$ cat config.mk
export PLATFORM = sky130hd
export DESIGN_NAME = mem_guard
export DESIGN_NICKNAME = d
export VERILOG_FILES = /design/src/rtl/mguard_pkg.sv /design/src/rtl/mguard_io_decode.sv /design/src/rtl/mguard_mask_reg.sv /design/src/rtl/mguard_region_gate.sv /design/src/rtl/mem_guard.sv
export SDC_FILE = /design/constraint.sdc
export NUM_CORES = 1
export LEC_CHECK = 0
export BUFFER_PORTS_ARGS = -buffer_cell sky130_fd_sc_hd__buf_2
export CORE_MARGIN = 2
export CORE_UTILIZATION = 54
export CTS_CLUSTER_SIZE = 8
export DETAILED_ROUTE_END_ITERATION = 16
export GPL_ROUTABILITY_DRIVEN = 0
export PLACE_DENSITY = 0.85
export SLEW_MARGIN = 30
export SYNTH_ARGS = -nofsm -noshare
export SYNTH_HDL_FRONTEND = slang
export SYNTH_SLANG_ARGS = --single-unit
$ cat constraint.sdc
create_clock -name clk_i -period 2.9 [get_ports clk_i]
set_clock_uncertainty 0.2 [all_clocks]
set_input_delay 0.29 -clock clk_i [delete_from_list [all_inputs] [get_ports clk_i]]
set_output_delay 0.29 -clock clk_i [all_outputs]
set_load 0.01 [all_outputs]
$ cat src/rtl/mguard_pkg.sv
package mguard_pkg;
  localparam int unsigned ADDR_W    = 16;
  localparam int unsigned REGION_W  = 4;
  localparam int unsigned IO_W      = 8;
  localparam int unsigned DATA_W    = 8;
  localparam int unsigned UNMAP_PORT = 'hF8;
  localparam int unsigned PROT_PORT  = 'hFA;

  typedef enum logic [1:0] {
    ACC_IDLE  = 2'd0,
    ACC_READ  = 2'd1,
    ACC_WRITE = 2'd2
  } acc_kind_e;
endpackage

$ cat src/rtl/mguard_io_decode.sv
module mguard_io_decode #(
  parameter int unsigned IO_W       = 8,
  parameter int unsigned MASK_BYTES = 2,
  parameter int unsigned UNMAP_BASE = 'hF8,
  parameter int unsigned PROT_BASE  = 'hFA
) (
  input  logic                  io_wr_i,
  input  logic [IO_W-1:0]       io_addr_i,
  output logic [MASK_BYTES-1:0] unmap_ld_o,
  output logic [MASK_BYTES-1:0] prot_ld_o
);
  // one load strobe per mask byte, byte k at base + k
  for (genvar k = 0; k < MASK_BYTES; k++) begin : g_byte
    localparam logic [IO_W-1:0] UPORT = IO_W'(UNMAP_BASE + k);
    localparam logic [IO_W-1:0] PPORT = IO_W'(PROT_BASE + k);
    assign unmap_ld_o[k] = io_wr_i && (io_addr_i == UPORT);
    assign prot_ld_o[k]  = io_wr_i && (io_addr_i == PPORT);
  end
endmodule

$ cat src/rtl/mguard_mask_reg.sv
module mguard_mask_reg #(
  parameter int unsigned MASK_BYTES = 2,
  parameter int unsigned DATA_W     = 8,
  localparam int unsigned MASK_W    = MASK_BYTES * DATA_W
) (
  input  logic                  clk_i,
  input  logic                  rst_ni,
  input  logic [MASK_BYTES-1:0] ld_i,
  input  logic [DATA_W-1:0]     data_i,
  output logic [MASK_W-1:0]     mask_o
);
  for (genvar k = 0; k < MASK_BYTES; k++) begin : g_byte
    logic [DATA_W-1:0] byte_q;
    always_ff @(posedge clk_i or negedge rst_ni) begin
      if (!rst_ni)    byte_q <= '0;
      else if (ld_i[k]) byte_q <= data_i;
    end
    assign mask_o[k*DATA_W +: DATA_W] = byte_q;
  end
endmodule

$ cat src/rtl/mguard_region_gate.sv
module mguard_region_gate #(
  parameter int unsigned REGION_W   = 4,
  localparam int unsigned N_REGIONS = 1 << REGION_W
) (
  input  logic [REGION_W-1:0]  region_i,
  input  logic                 mreq_i,
  input  logic                 rd_i,
  input  logic                 wr_i,
  input  logic [N_REGIONS-1:0] unmap_i,
  input  logic [N_REGIONS-1:0] prot_i,
  output logic                 ram_en_o,
  output logic                 ram_we_o
);
  logic cyc;
  logic mapped;
  logic writable;

  always_comb begin
    cyc      = mreq_i & (rd_i | wr_i);
    mapped   = ~unmap_i[region_i];
    writable = ~prot_i[region_i];
    ram_en_o = cyc & mapped;
    ram_we_o = cyc & mapped & wr_i & writable;
  end
endmodule

$ cat src/rtl/mem_guard.sv
module mem_guard
  import mguard_pkg::*;
#(
  parameter int unsigned P_ADDR_W     = ADDR_W,
  parameter int unsigned P_REGION_W   = REGION_W,
  parameter int unsigned P_IO_W       = IO_W,
  parameter int unsigned P_DATA_W     = DATA_W,
  parameter int unsigned P_UNMAP_PORT = UNMAP_PORT,
  parameter int unsigned P_PROT_PORT  = PROT_PORT,
  localparam int unsigned N_REGIONS   = 1 << P_REGION_W,
  localparam int unsigned MASK_BYTES  = N_REGIONS / P_DATA_W
) (
  input  logic                clk_i,
  input  logic                rst_ni,
  input  logic [P_ADDR_W-1:0] addr_i,
  input  logic                mreq_i,
  input  logic                rd_i,
  input  logic                wr_i,
  input  logic                io_wr_i,
  input  logic [P_IO_W-1:0]   io_addr_i,
  input  logic [P_DATA_W-1:0] io_data_i,
  output logic                ram_en_o,
  output logic                ram_we_o,
  output logic [P_ADDR_W-1:0] ram_addr_o
);
  logic [MASK_BYTES-1:0] unmap_ld;
  logic [MASK_BYTES-1:0] prot_ld;
  logic [N_REGIONS-1:0]  unmap_mask;
  logic [N_REGIONS-1:0]  prot_mask;
  logic [P_REGION_W-1:0] region;

  assign region     = addr_i[P_ADDR_W-1 -: P_REGION_W];
  assign ram_addr_o = addr_i; // no translation

  mguard_io_decode #(
    .IO_W(P_IO_W), .MASK_BYTES(MASK_BYTES),
    .UNMAP_BASE(P_UNMAP_PORT), .PROT_BASE(P_PROT_PORT)
  ) u_dec (
    .io_wr_i(io_wr_i), .io_addr_i(io_addr_i),
    .unmap_ld_o(unmap_ld), .prot_ld_o(prot_ld)
  );

  mguard_mask_reg #(.MASK_BYTES(MASK_BYTES), .DATA_W(P_DATA_W)) u_unmap (
    .clk_i(clk_i), .rst_ni(rst_ni), .ld_i(unmap_ld),
    .data_i(io_data_i), .mask_o(unmap_mask)
  );

  mguard_mask_reg #(.MASK_BYTES(MASK_BYTES), .DATA_W(P_DATA_W)) u_prot (
    .clk_i(clk_i), .rst_ni(rst_ni), .ld_i(prot_ld),
    .data_i(io_data_i), .mask_o(prot_mask)
  );

  mguard_region_gate #(.REGION_W(P_REGION_W)) u_gate (
    .region_i(region), .mreq_i(mreq_i), .rd_i(rd_i), .wr_i(wr_i),
    .unmap_i(unmap_mask), .prot_i(prot_mask),
    .ram_en_o(ram_en_o), .ram_we_o(ram_we_o)
  );
endmodule

After elaboration in Yosys (flattened, before gate mapping)
Cells that the tools add are included.
- order comparisons: 1
- eq/ne operators: 4
- muxes and demuxes: 4
- bitwise gates (word level): 7
- reduce and logical (&&, ||, !) cells: 4
- operators with widths (operator ; count):
    8-bit equality test (second input constant) ; 4
    1-bit binary-select mux with 4-bit select ; 2
    4-bit by 5-bit less-than comparator with 1-bit output (second input constant) ; 1
    1-bit AND ; 4
    1-bit logical AND ; 4
    1-bit 2-to-1 mux ; 2
    1-bit inverter ; 2
    1-bit OR ; 1
- flip-flop bits (word level): 32
- word-level logic and storage cells: 24

Depth between registers and ports, before layout
- depth after elaboration: 6
- mapped depth: 5
- mapped depth without buffers: 4

By module
A second synthesis with hierarchy kept.
- cells, all modules: 119
- area total of the unflattened synthesis: 1806.7 um^2
- modules (own cells, without submodules) (module ; instances ; cells each ; area an instance (um^2)):
    mguard_mask_reg ; 2 ; 34 ; 663.1
    mguard_region_gate ; 1 ; 27 ; 297.8
    mem_guard ; 1 ; 16 ; 120.1
    mguard_io_decode ; 1 ; 8 ; 62.6

Least setup slack after synthesis
Ideal clock, no wire load.
- path type: input port to output port
- from: in addr_i[14]
- to: out ram_we_o
- arrival time: 1.725 ns
- setup slack: 0.685 ns
- stages: 5
- buffers on the path: 1
- cells stage by stage: clkbuf_1 > mux4_2 > nand2b_4 > a41o_1 > nor4_1
- longest elaborated chain between the ends: 6
- elaborated cells on any way between the ends: 9
- classes of those cells: 4 x mux; 5 x bitwise
- ends and longest elaborated chain (item ; line ; text):
    start: declaration ; mem_guard.sv:15 ; input logic [P_ADDR_W-1:0] addr_i,
    1-bit binary-select mux with 4-bit select ; mguard_region_gate.sv:20 ; mapped = ~unmap_i[region_i];
    1-bit 2-to-1 mux (implied by the code) ; mguard_region_gate.sv:20 ;
    1-bit inverter ; mguard_region_gate.sv:20 ;
    1-bit AND (2 in a row) ; mguard_region_gate.sv:23 ; ram_we_o = cyc & mapped & wr_i & writable;
    1-bit AND * ; mguard_region_gate.sv:23 ;
    end: declaration ; mem_guard.sv:23 ; output logic ram_we_o,
Every way passes the cells marked *; elsewhere a longest branch is shown, timed or not. The select of a mux whose other input is x is not followed.

Final worst setup path
- from: reg u_unmap.g_byte[1].byte_q[1]
- to: out ram_we_o
- longest elaborated chain between the ends: 6
- ends and longest elaborated chain (item ; line ; text):
    start: declaration ; mguard_mask_reg.sv:13 ; logic [DATA_W-1:0] byte_q;
    start signal: assignment ; mguard_mask_reg.sv:16 ; else if (ld_i[k]) byte_q <= data_i;
    1-bit binary-select mux with 4-bit select ; mguard_region_gate.sv:20 ;
    1-bit 2-to-1 mux (implied by the code) ; mguard_region_gate.sv:20 ;
    1-bit inverter ; mguard_region_gate.sv:20 ;
    1-bit AND (3 in a row) ; mguard_region_gate.sv:23 ;
Every way passes these cells. The select of a mux whose other input is x is not followed.

==> results.json <==
{
  "slew_viol_final": 0,
  "grt_usage_pct": 20.6,
  "critPathKind": "flip-flop to output pin",
  "cp-end-kind": "output pin",
  "power_density_nw_per_um2": 472,
  "io-pin-count": 56,
  "synth_top_family_by_area": "multiplexers",
  "fin_tns_setup_ps": 0,
  "grt_max_degree": 33,
  "final_antenna_net_count": 0,
  "finalCritPeriodShare_pct": 86.3,
  "ys.flop_type": "dfrtp_1",
  "io_buffers": 31,
  "grt_pass1_wl_um": 5160,
  "synth_mux_area_share_pct": 34.1,
  "yosys_warnings": 0,
  "n_fill_cell": 233,
  "clockRootBuffer": "clkbuf_4",
  "relSlewSlack_pct": 53.8,
  "slowest_stage": "mux4_2",
  "cp.arrival_ps": 2010,
  "synthSimpleGateAreaFrac_pct": 7.12,
  "drive_gt1_share_pct": 54.7,
  "first_global_vias": 1072,
  "start_util_pct": 56.2,
  "path_max_fanout": 2,
  "clk_latency_ps": 330,
  "rows": 20,
  "clock.fmax_mhz": 400,
  "synth_edf_count": 0,
  "final_area_um2": 1810,
  "synth_area_um2": 1690,
  "die-area_um2": 3590,
  "maxCapViolations": 0,
  "status": "finished, final reports clean",
  "ir_drop_v": 0.000283,
  "crit_family": "multiplexers",
  "drt-pass1-iter-count": 4,
  "die_x_um": 59.9,
  "timing.hold.ws_ps": 34.7,
  "post_cts_buffers": 0,
  "ctsHtreeMaxLevel": 2,
  "synth-compound-area-share_pct": 2.08,
  "core_area_um2": 3000,
  "numClockSinks": 32,
  "area_growth_pct": 7.34,
  "synth_xor_area_share_pct": 0,
  "r2r_cells": 1,
  "antenna_found_initial": 0,
  "die_h_um": 59.9,
  "numCtsBuffers": 5,
  "avgSynthCellArea_um2": 14.3,
  "critical_path_depth": 5,
  "grt_overflow_total": 0,
  "worstSetupStartpointType": "flip-flop",
  "max_stage_delay_ps": 470,
  "p_leak_nw": 0.940,
  "rsz0062_at_grt": "false",
  "vias": 1001,
  "async_reset_ff_share_pct": 100,
  "vias_per_cell": 5.89,
  "clkTransAtPathRegs_ps": 100,
  "syn_nets": 156,
  "drt_drc_violations_left": 0,
  "setup_viol": 0,
  "nets": 175,
  "crit_required_ps": 2410,
  "path_cells": "mux4_2 > nand2b_4 > a41o_1 > nor4_1 > buf_2",
  "synthDistinctLibCells": 24,
  "worstHoldPathCells": 2,
  "hold_viol": 0,
  "syn_inst": 118,
  "n_antenna_cell": 0,
  "ys_ff_latch": 32,
  "post-route-min-period_ps": 2500,
  "dpl.hpwl_um": 2470,
  "routed_wire_length_per_instance_um": 19.1,
  "synth-adder-area-share_pct": 0,
  "worst-path-buf-inv": 1,
  "cts_buffer_depth": 2,
  "cts_tree": "yes",
  "min_path_type": "input port to flip-flop",
  "drt_iter0_drc": 19,
  "power_uw": 854,
  "seq_area_frac_synth_pct": 47.5,
  "wirelength_um": 3240,
  "tightest_slew_ps": 693,
  "setup_ws_ps": 398,
  "preCtsSetupSlack_ps": 532,
  "placed_area_um2": 1740
}
## power breakdown
| part | switching, mW | internal, mW |
|---|---|---|
| Combinational | 0.0469 | 0.0502 |
| Sequential | 0.0120 | 0.467 |
| Clock | 0.140 | 0.137 |
## cell families after synthesis
logic type,after synthesis
AO/OA/AOI/OAI,5
buffers and inverters,22
flip-flops,32
multiplexers,44
AND/OR/NAND/NOR,15
## path summary, 6_finish.rpt
check / start / endpoint / slack, ps
worst min-delay path: io_data_i[6] / u_prot.g_byte[0].byte_q[6]$_DFFE_PN0P_ / 30
min in group asynchronous: rst_ni / u_prot.g_byte[1].byte_q[0]$_DFFE_PN0P_ / 320
worst min register to register: u_prot.g_byte[1].byte_q[4]$_DFFE_PN0P_ / u_prot.g_byte[1].byte_q[4]$_DFFE_PN0P_ / 310
max in group asynchronous: rst_ni / u_prot.g_byte[0].byte_q[7]$_DFFE_PN0P_ / 1720
worst max-delay path: u_unmap.g_byte[1].byte_q[1]$_DFFE_PN0P_ / ram_we_o / 400
worst max register to register: u_unmap.g_byte[1].byte_q[1]$_DFFE_PN0P_ / u_unmap.g_byte[1].byte_q[1]$_DFFE_PN0P_ / 1890
## placed cells by master (no fill, tap or decap), types with 2 or more instances in the layout
cell type / n
buf_2: 31
o21ai_0: 2
clkbuf_4: 5
inv_1: 2
mux4_1: 5
dfrtp_1: 32
nor4_4: 2
nor2_1: 4
mux2_2: 33
nand3b_1: 2
clkbuf_8: 2
mux2i_1: 5
## synth_stat cells, types with 2 or more instances
library cell / instances / area [um^2]
o21ai_0: 2 / 10.0
mux2_2: 33 / 372
inv_1: 2 / 7.51
nor2_1: 4 / 15.0
buf_4: 17 / 128
nand3b_1: 2 / 15.0
nor4_4: 2 / 42.5
mux2i_1: 5 / 50.1
dfrtp_1: 32 / 801
mux4_1: 5 / 131
## layer usage
metal  track usage, %  part of all wire, %
met4             11.4                  2.9
met2             32.9                   50
met1             25.0                   41
met5                0                    0
met3             6.06                  5.6
## final cells by class
cell class | instances | area (um^2) | area share (%)
flip-flops and latches | 32 | 801 | 44.2
inverters | 2 | 7.51 | 0.415
repair buffers | 32 | 165 | 9.12
clock buffers | 7 | 65.1 | 3.59
well taps | 33 | 41.3 | 2.28
multi-input cells | 64 | 731 | 40.4
## flip-flops by register name (all words and copies together) (netlist names)
signal	count
u_prot.g_byte.byte_q	16
u_unmap.g_byte.byte_q	16
## per-stage QoR
step	util, %	std cells
2_1_floorplan	-	118
3_3_place_gp	57.8	162
3_5_place_dp	57.8	162
4_1_cts	60.3	170
5_1_grt	60.3	170
6_report	60.3	170
## what timing repair did
action | CTS | global route
endpoints found under the hold margin | 32 | 0
hold buffers | 1 | 0
resized for setup | 0 | 0
Note: power is estimated with default switching activity, not from simulation.
